[src/rtl/codec_init_pkg.sv]
`timescale 1ns/1ps
package codec_init_pkg;
  localparam int WORD_W    = 16;
  localparam int N_WORDS   = 10;
  localparam int IDX_W     = $clog2(N_WORDS);
  localparam logic [6:0] CODEC_ADDR = 7'b0011010;

  typedef enum logic [1:0] {E_IDLE, E_START, E_BITS, E_STOP} eng_st_t;
  typedef enum logic [1:0] {T_IDLE, T_ISSUE, T_WAIT, T_DONE} seq_st_t;

  // Configuration words: {register address[6:0], value[8:0]}; activate last.
  function automatic logic [WORD_W-1:0] cfg_word(input logic [IDX_W-1:0] i);
    case (i)
      4'd0:    return 16'h0097;
      4'd1:    return 16'h0297;
      4'd2:    return 16'h0479;
      4'd3:    return 16'h0679;
      4'd4:    return 16'h0815;
      4'd5:    return 16'h0A00;
      4'd6:    return 16'h0C00;
      4'd7:    return 16'h0E42;
      4'd8:    return 16'h1019;
      default: return 16'h1201;
    endcase
  endfunction
endpackage

[src/rtl/codec_tick_gen.sv]
`timescale 1ns/1ps
module codec_tick_gen #(
  parameter int DIV = 2
) (
  input  logic clk,
  input  logic rst_n,
  output logic tick
);
  generate
    if (DIV <= 1) begin : g_every
      assign tick = rst_n;
    end else begin : g_count
      localparam int CW = $clog2(DIV);
      logic [CW-1:0] cnt;
      always_ff @(posedge clk) begin
        if (!rst_n)                  cnt <= '0;
        else if (cnt == CW'(DIV - 1)) cnt <= '0;
        else                         cnt <= cnt + 1'b1;
      end
      assign tick = (cnt == CW'(DIV - 1));

      // ticks are never back to back when the divider exceeds one
      p_tick_gap_r9: assert property (@(posedge clk) disable iff (!rst_n)
        tick |=> !tick);
    end
  endgenerate
endmodule

[src/rtl/codec_word_rom.sv]
`timescale 1ns/1ps
module codec_word_rom
  import codec_init_pkg::*;
(
  input  logic [IDX_W-1:0]  idx,
  output logic [WORD_W-1:0] word
);
  always_comb word = cfg_word(idx);
endmodule

[src/rtl/i2c_write_engine.sv]
`timescale 1ns/1ps
module i2c_write_engine
  import codec_init_pkg::*;
#(
  parameter int DATA_BYTES = 2
) (
  input  logic                    clk,
  input  logic                    rst_n,
  input  logic                    tick,
  input  logic                    go,
  input  logic [6:0]              dev_addr,
  input  logic [8*DATA_BYTES-1:0] payload,
  input  logic                    sda_i,
  output logic                    scl_o,
  output logic                    sda_low_o,
  output logic                    fin_o,
  output logic                    nack_o
);
  localparam int NBYTES = DATA_BYTES + 1;
  localparam int FW     = 8 * NBYTES;
  localparam int BW     = $clog2(NBYTES + 1);

  eng_st_t        st;
  logic [1:0]     phase;
  logic [3:0]     bit_idx;
  logic [BW-1:0]  byte_idx;
  logic [FW-1:0]  frame_q;
  logic           nack_seen;
  logic           scl_q, sda_low_q;

  always_ff @(posedge clk) begin
    if (!rst_n) begin
      st        <= E_IDLE;
      phase     <= '0;
      bit_idx   <= '0;
      byte_idx  <= '0;
      frame_q   <= '0;
      nack_seen <= 1'b0;
      scl_q     <= 1'b1;
      sda_low_q <= 1'b0;
      fin_o     <= 1'b0;
    end else begin
      fin_o <= 1'b0;
      case (st)
        E_IDLE: begin
          scl_q     <= 1'b1;
          sda_low_q <= 1'b0;
          if (go) begin
            frame_q   <= {dev_addr, 1'b0, payload};
            nack_seen <= 1'b0;
            phase     <= '0;
            st        <= E_START;
          end
        end
        E_START: if (tick) begin
          case (phase)
            2'd0: begin scl_q <= 1'b1; sda_low_q <= 1'b0; phase <= 2'd1; end
            2'd1: begin sda_low_q <= 1'b1; phase <= 2'd2; end
            default: begin
              scl_q    <= 1'b0;
              phase    <= '0;
              bit_idx  <= '0;
              byte_idx <= '0;
              st       <= E_BITS;
            end
          endcase
        end
        E_BITS: if (tick) begin
          case (phase)
            2'd0: begin
              sda_low_q <= (bit_idx == 4'd8) ? 1'b0 : ~frame_q[FW-1];
              phase     <= 2'd1;
            end
            2'd1: begin scl_q <= 1'b1; phase <= 2'd2; end
            2'd2: begin
              if (bit_idx == 4'd8 && sda_i) nack_seen <= 1'b1;
              phase <= 2'd3;
            end
            default: begin
              scl_q <= 1'b0;
              phase <= '0;
              if (bit_idx == 4'd8) begin
                bit_idx <= '0;
                if (nack_seen || byte_idx == BW'(NBYTES - 1)) st <= E_STOP;
                else byte_idx <= byte_idx + 1'b1;
              end else begin
                bit_idx <= bit_idx + 1'b1;
                frame_q <= {frame_q[FW-2:0], 1'b0};
              end
            end
          endcase
        end
        default: if (tick) begin
          case (phase)
            2'd0: begin sda_low_q <= 1'b1; phase <= 2'd1; end
            2'd1: begin scl_q <= 1'b1; phase <= 2'd2; end
            default: begin
              sda_low_q <= 1'b0;
              phase     <= '0;
              fin_o     <= 1'b1;
              st        <= E_IDLE;
            end
          endcase
        end
      endcase
    end
  end

  assign scl_o     = scl_q;
  assign sda_low_o = sda_low_q;
  assign nack_o    = nack_seen;

  // data line moves under a high clock only for START or STOP
  p_sda_stable_high_r4: assert property (@(posedge clk) disable iff (!rst_n)
    ($past(scl_q) && scl_q && !$stable(sda_low_q))
      |-> ($past(st) == E_START || $past(st) == E_STOP));
  // line released for the whole acknowledge bit
  p_ack_release_r6: assert property (@(posedge clk) disable iff (!rst_n)
    (st == E_BITS && bit_idx == 4'd8 && phase != 2'd0) |-> !sda_low_q);
  // idle bus has clock high and data released
  p_idle_bus_r5: assert property (@(posedge clk) disable iff (!rst_n)
    (st == E_IDLE) |-> (scl_q && !sda_low_q));
  // leaving START the line is held low
  p_start_low_r3: assert property (@(posedge clk) disable iff (!rst_n)
    ($past(st) == E_START && st == E_BITS) |-> sda_low_q);
endmodule

[src/rtl/codec_init_seq.sv]
`timescale 1ns/1ps
module codec_init_seq
  import codec_init_pkg::*;
#(
  parameter int CLK_HZ     = 50_000_000,
  parameter int SCL_MAX_HZ = 526_000
) (
  input  logic clk,
  input  logic rst_n,
  input  logic start,
  input  logic sda_i,
  output logic scl,
  output logic sda_low,
  output logic done,
  output logic ack_err
);
  localparam int TICK_HZ  = 4 * SCL_MAX_HZ;
  localparam int TICK_DIV = (CLK_HZ + TICK_HZ - 1) / TICK_HZ;

  logic              tick;
  logic [IDX_W-1:0]  idx_q;
  logic [WORD_W-1:0] word;
  logic              go, eng_fin, eng_nack;
  seq_st_t           st;
  logic              done_q, err_q;

  codec_tick_gen #(.DIV(TICK_DIV)) u_tick (
    .clk(clk), .rst_n(rst_n), .tick(tick));

  codec_word_rom u_rom (.idx(idx_q), .word(word));

  i2c_write_engine #(.DATA_BYTES(WORD_W / 8)) u_eng (
    .clk(clk), .rst_n(rst_n), .tick(tick), .go(go),
    .dev_addr(CODEC_ADDR), .payload(word), .sda_i(sda_i),
    .scl_o(scl), .sda_low_o(sda_low), .fin_o(eng_fin), .nack_o(eng_nack));

  assign go = (st == T_ISSUE);

  always_ff @(posedge clk) begin
    if (!rst_n) begin
      st     <= T_IDLE;
      idx_q  <= '0;
      done_q <= 1'b0;
      err_q  <= 1'b0;
    end else begin
      case (st)
        T_IDLE:  if (start) st <= T_ISSUE;
        T_ISSUE: st <= T_WAIT;
        T_WAIT: if (eng_fin) begin
          if (eng_nack) begin
            err_q <= 1'b1;
            st    <= T_ISSUE;
          end else if (idx_q == IDX_W'(N_WORDS - 1)) begin
            done_q <= 1'b1;
            st     <= T_DONE;
          end else begin
            idx_q <= idx_q + 1'b1;
            st    <= T_ISSUE;
          end
        end
        default: st <= T_DONE;
      endcase
    end
  end

  assign done    = done_q;
  assign ack_err = err_q;

  // done never falls once raised
  p_done_hold_r11: assert property (@(posedge clk) disable iff (!rst_n)
    done |=> done);
  // done rises only when the last word was written
  p_done_last_r11: assert property (@(posedge clk) disable iff (!rst_n)
    $rose(done) |-> ($past(idx_q) == IDX_W'(N_WORDS - 1) && $past(eng_fin)));
  // error flag is sticky
  p_err_hold_r10: assert property (@(posedge clk) disable iff (!rst_n)
    ack_err |=> ack_err);
  // a refused transfer retries the same word
  p_retry_same_r10: assert property (@(posedge clk) disable iff (!rst_n)
    (st == T_WAIT && eng_fin && eng_nack) |=> ($stable(idx_q) && ack_err));
endmodule

[config.mk]
export PLATFORM = sky130hd
export DESIGN_NAME = codec_init_seq
export DESIGN_NICKNAME = d
export VERILOG_FILES = /design/src/rtl/codec_init_pkg.sv /design/src/rtl/codec_tick_gen.sv /design/src/rtl/codec_word_rom.sv /design/src/rtl/i2c_write_engine.sv /design/src/rtl/codec_init_seq.sv
export SDC_FILE = /design/constraint.sdc
export NUM_CORES = 1
export LEC_CHECK = 0
export ABC_AREA = 1
export ABC_CLOCK_PERIOD_IN_PS = 2950
export BUFFER_PORTS_ARGS = -buffer_cell sky130_fd_sc_hd__buf_4
export CORE_UTILIZATION = 65
export DETAILED_ROUTE_END_ITERATION = 10
export GPL_ROUTABILITY_DRIVEN = 0
export PLACE_DENSITY = 0.83
export SYNTH_ARGS = -nofsm -noshare
export SYNTH_HDL_FRONTEND = slang
export SYNTH_HIERARCHICAL = 1
export SYNTH_SLANG_ARGS = --single-unit
[constraint.sdc]
create_clock -name clk -period 2.95 [get_ports clk]
set_clock_uncertainty 0.2 [all_clocks]
set_input_delay 0.7375 -clock clk [delete_from_list [all_inputs] [get_ports clk]]
set_output_delay 0.7375 -clock clk [all_outputs]
set_load 0.05 [all_outputs]
Yosys cells after proc, flatten, opt, wreduce, memory -nomap -nowiden
Memories as Yosys holds them, arrays and structs flattened. A register that Yosys moved wholly into a read port is not among the register bits.
Cells that the tools add are included.
W data, S select, Z words.

word-level totals
  input port bits = 4
  register bits = 51
  memory bits (read-only) = 192
  output and inout port bits = 4
  memories kept = 1

cells by class
  bitwise operators = 5
  mux-type cells = 58
  add/sub/neg operators = 4
  reduce and logical (&&, ||, !) cells = 26
  equal/unequal tests = 29

memories
  memory            depth  width  rd ports  clocked after memory_dff  write ports  line                  source
  (name not given)  16     12     1         1                         0            codec_init_pkg.sv:13  case (i)

operators with widths
  cell                   count
  $mux W24               4
  $pmux W24 S2           1
  $mux W2                20
  $mux W4                7
  $ne A2 B2 Y1 const B   11
  $pmux W2 S3            3
  $reduce_and A5 Y1      3
  $mux W1                13
  $pmux W2 S2            3
  $reduce_and A6 Y1      2
  $ne A2 B1 Y1 const B   5
  $reduce_and A9 Y1      1
  $add A4 B1 Y4 const B  2
  $eq A2 B2 Y1 const B   4
  $eq A4 B4 Y1 const B   2
  $pmux W1 S2            4
  $pmux W4 S2            1
  $reduce_and A4 Y1      2
  $reduce_and A7 Y1      1
  $eq A2 B1 Y1 const B   3
  $logic_not A2 Y1       3
  $ne A3 B1 Y1 const B   2
  $pmux W1 S3            2
  $reduce_and A3 Y1      2
  other kinds (13)       21

Longest topological paths before layout
  depth after elaboration = 7
  depth in mapped cells = 12
  gate-level depth less buffers = 12

Hierarchy
The synthesis kept the hierarchy.

modules (own cells, without submodules)
  module            cells an instance  area an instance (sq um)  instances  seq. area each (sq um)
  i2c_write_engine  351                2,234.6                   1          760.7
  codec_init_seq    63                 417.9                     1          160.2
  codec_tick_gen    25                 201.4                     1          100.1
  codec_word_rom    32                 156.4                     1          0.0

Least setup slack after synthesis
No wires, ideal clock.

  path type = flip-flop to flip-flop
  start point = reg u_tick.g_count.cnt[0]
  end point = reg u_eng.frame_q[1]
  period minus slack after synthesis = 1,854 ps
  arrival time = 1,538 ps
  setup slack = 1,096 ps
  data required time = 2,634 ps
  cell stages (with the launch flop) = 12
  cell sequence = dfxtp_1 -> ha_1 -> nand4_1 -> inv_1 -> inv_2 -> nand2_2 -> nand2_2 -> nor2_4 -> nand2_4 -> buf_6 -> o21ai_0 -> nor2_1

between the ends
  word-level cells in the longest chain between the ends = 3

ends and longest elaborated chain
  element                      line                    source
  start: declaration           codec_tick_gen.sv:14    logic [CW-1:0] cnt;
  start signal: assignment     codec_tick_gen.sv:18    else cnt <= cnt + 1'b1;
  $eq A5 B5 Y1                 codec_tick_gen.sv:20    assign tick = (cnt == CW'(DIV - 1));
  via tick                     codec_init_seq.sv:20    logic tick;
  $ne A2 B2 Y1 (no line)       --
  $reduce_and A5 Y1 (no line)  --
  end signal: assignment       i2c_write_engine.sv:49  frame_q <= {dev_addr, 1'b0, payload};
  end signal: assignment       i2c_write_engine.sv:88  frame_q <= {frame_q[FW-2:0], 1'b0};
  end: declaration             i2c_write_engine.sv:27  logic [FW-1:0] frame_q;

The timed path passes the listed nets, and every way through them passes these cells.
A chain may end at the register's enable or synchronous reset.

Final worst setup path
  start point = reg u_eng.st[0]
  end point = reg u_eng.frame_q[0]

between the ends
  word-level cells in the longest chain between the ends = 3
  elaborated cells on any way between the ends = 9
  those cells by class = eq/ne (5); mux (1); reduce/logical (3)

ends and longest elaborated chain
  element                                                       line                    source
  start: declaration                                            i2c_write_engine.sv:23  eng_st_t st;
  start signal: assignment                                      i2c_write_engine.sv:33  st <= E_IDLE;
  start signal: assignment                                      i2c_write_engine.sv:52  st <= E_START;
  start signal: assignment                                      i2c_write_engine.sv:64  st <= E_BITS;
  $eq A2 B2 Y1 or $logic_not A2 Y1 (tied branches)              i2c_write_engine.sv:44  case (st)
  $ne A2 B2 Y1 (no line) or $reduce_bool A2 Y1 (tied branches)  --
  $reduce_and A5 Y1 (no line)                                   --

Several ways; a longest one is shown, not always the timed one.

==> results.cfg <==
[drt]
post-route-drc-count = 0
routedWlPerCell_um = 11.08
drtPass1Iterations = 4
num_vias = 2707
drtAntennaViolNets = 0
via_per_inst = 5.117
routed_wl_mm = 5.863
drt_iter0_drc = 197

[timing]
fin_crit_ns = 2.302
slew_viol_final = 0
rsz0062_at_grt = false
finalSetupViolCount = 0
finalWorstSetupSlack_ns = 0.6478
period_share = 0.7804
whs_ns = 0.2762
hold_viol_final = 0
worstMarginPinSlew_ns = 0.5094
fin_tns_setup_ns = 0
slew_headroom = 0.6600
clock.fmax_ghz = 0.4344

[clock_tree]
numCtsBuffers = 5
clock_latency_ns = 0.30
cts_max_path_buffers = 2
htree_levels = 2
clk_pin_slew_worst_paths_ns = 0.09
root_buffer = clkbuf_8
postCtsSetupBuffers = 0
cts_tree = yes
cts_hold_buf = 0
clock_sinks = 51
post_cts_resized = 0

[power]
power.leakage_nw = 1.510
irDropWorstVdd_mv = 0.4230
power.density_mw_per_mm2 = 698.4
power_mw = 2.208

[grt]
track_usage = 0.2586
antenna_found_initial = 0
grt_pass1_wl_mm = 10.32
grt-ovfl-total = 0
grt_pass1_vias = 2525
grt_max_degree = 41

[floorplan]
die_w_um = 70.06
rows = 24
io-pin-count = 8
core-area_mm2 = 0.004414
start_util = 0.6820
die_h_um = 70.06
die_area_mm2 = 0.004908

[yosys]
synth_seq_cells = 51
ys_seq_area_frac = 0.3392
yosys_warnings = 6
syn_area_per_cell_um2 = 6.391
syn_inst = 471
synth_area_mm2 = 0.003010
ys_types = 31

[place]
dp_cells = 521
dp_slack_ns = 0.6803
hpwlAfterDp_mm = 4.105
place_area_mm2 = 0.003044
io_buffers = 7

[cells_and_area]
instances_no_fill = 529
fin_nets = 498
area_growth_syn_to_layout_pct = 5.029
num_antenna_cells = 0
fin_area_mm2 = 0.003162
drive_gt1_frac = 0.08176
nFillCells = 381
fin_util = 0.7163

[setup_path]
cp_max_fo = 26
setup.worst_path.end_class = flip-flop
arrival_ns = 2.30
crit_path_start_kind = flip-flop
cp.required_ns = 2.95
critPathKind = flip-flop to flip-flop

[min_path]
holdCritPathClass = flip-flop to flip-flop

[status]
status = complete, no violations

[run]
maxCapViolCount = 0
[power breakdown]
part           switching (mW)  internal [mW]
sequential             0.0732          0.816
clock                   0.223          0.275
combinational           0.558          0.263
total                   0.855           1.35
[cell usage after synthesis]
master    number  area (um^2)
nand2_1      137        514.2
nor2_1        89        334.1
dfxtp_1       51         1021
inv_1         42        157.7
o21ai_0       33        165.2
nand3_1       25        125.1
a21oi_1       18        90.09
ha_1          18        225.2
buf_2          7        35.03
inv_2          6        22.52
buf_4          5        37.54
buf_6          4        45.04
nand2_2        4        25.02
nand4_1        4        25.02
nor2_2         4        25.02
conb_1         3        11.26
nor2_4         3        33.78
o21ai_1        3        15.01
clkbuf_1       2        7.510
o211ai_1       2        15.01
a31oi_1        1        6.260
buf_1          1        3.750
inv_4          1        6.260
nand2_4        1        11.26
nand3_2        1        10.01
nor3_1         1        5.000
nor4_1         1        6.260
o21ai_2        1        8.760
o21bai_1       1        7.510
or2_2          1        6.260
xnor2_1        1        8.760
[final cells by class]
type,count,area [um^2],area share
multi-input combinational,360,1704,0.5390
tap,52,65.06,0.02058
clock buffer,6,82.58,0.02612
sequential,51,1021,0.3229
clock inverter,2,35.03,0.01108
inverter,49,186.4,0.05896
timing repair buffer,9,67.56,0.02137
[critical path, cell delays in order, from the launching register on]
cell	delay [ns]
dfxtp_1	0.41
inv_1	0.10
ha_1	0.22
inv_1	0.39
nand2_1	0.14
nand2_1	0.14
nor2_4	0.04
nand2_4	0.20
inv_4	0.15
nor2_1	0.13
nor2_1	0.05
[final timing paths]
path,from,cells after the start,endpoint,slack (ns)
hold / removal,done,2,done,0.28
setup / recovery,u_eng/st[0],10,u_eng/frame_q[0],0.65
hold reg to reg,done,2,done,0.28
setup reg to reg,u_eng/st[0],10,u_eng/frame_q[0],0.65
[layer usage]
layer  vias to the layer above  share of wire  track usage
met5                         -              0            0
met1                      1196           0.48       0.3218
li1                       1461              -            -
met3                         6          0.038      0.04473
met4                         0          0.014      0.09778
met2                        44           0.47       0.4444
[state kept, by name, summed over array words and instances, names as in the netlist]
| signal | flops |
|---|---|
| u_eng/frame_q | 24 |
| u_tick/g_count.cnt | 5 |
| idx_q | 4 |
| u_eng/bit_idx | 4 |
| st | 2 |
| u_eng/byte_idx | 2 |
| u_eng/phase | 2 |
| u_eng/st | 2 |
| ack_err | 1 |
| done | 1 |
| u_eng/fin_o | 1 |
| u_eng/nack_o | 1 |
| u_eng/scl_o | 1 |
| u_eng/sda_low_o | 1 |
[kinds of logic (layout without fill, tap and decap cells)]
kind of cell,count (synthesis),in the layout,share of synthesized area
xor+xnor,1,1,0.002910
fa+ha+maj,18,18,0.07481
flops,51,51,0.3392
compound gates,59,59,0.1022
buf+inv,68,66,0.1047
simple gates,271,271,0.3724
other cells,3,11,0.003740
[layout by cell type, fill, tap and decap left out, types with 2 or more instances in the layout]
master	netlist	routed
ha_1	18	18
conb_1	3	11
nor2_2	4	4
o21ai_0	33	33
dfxtp_1	51	51
o21ai_1	3	3
nor2_1	89	89
o211ai_1	2	2
nand3_1	25	25
buf_4	5	9
nand2_1	137	137
nand4_1	4	4
inv_2	6	6
clkbuf_8	0	6
nand2_2	4	4
inv_1	42	42
a21oi_1	18	18
nor2_4	3	3
(Power assumes the default switching activity.)
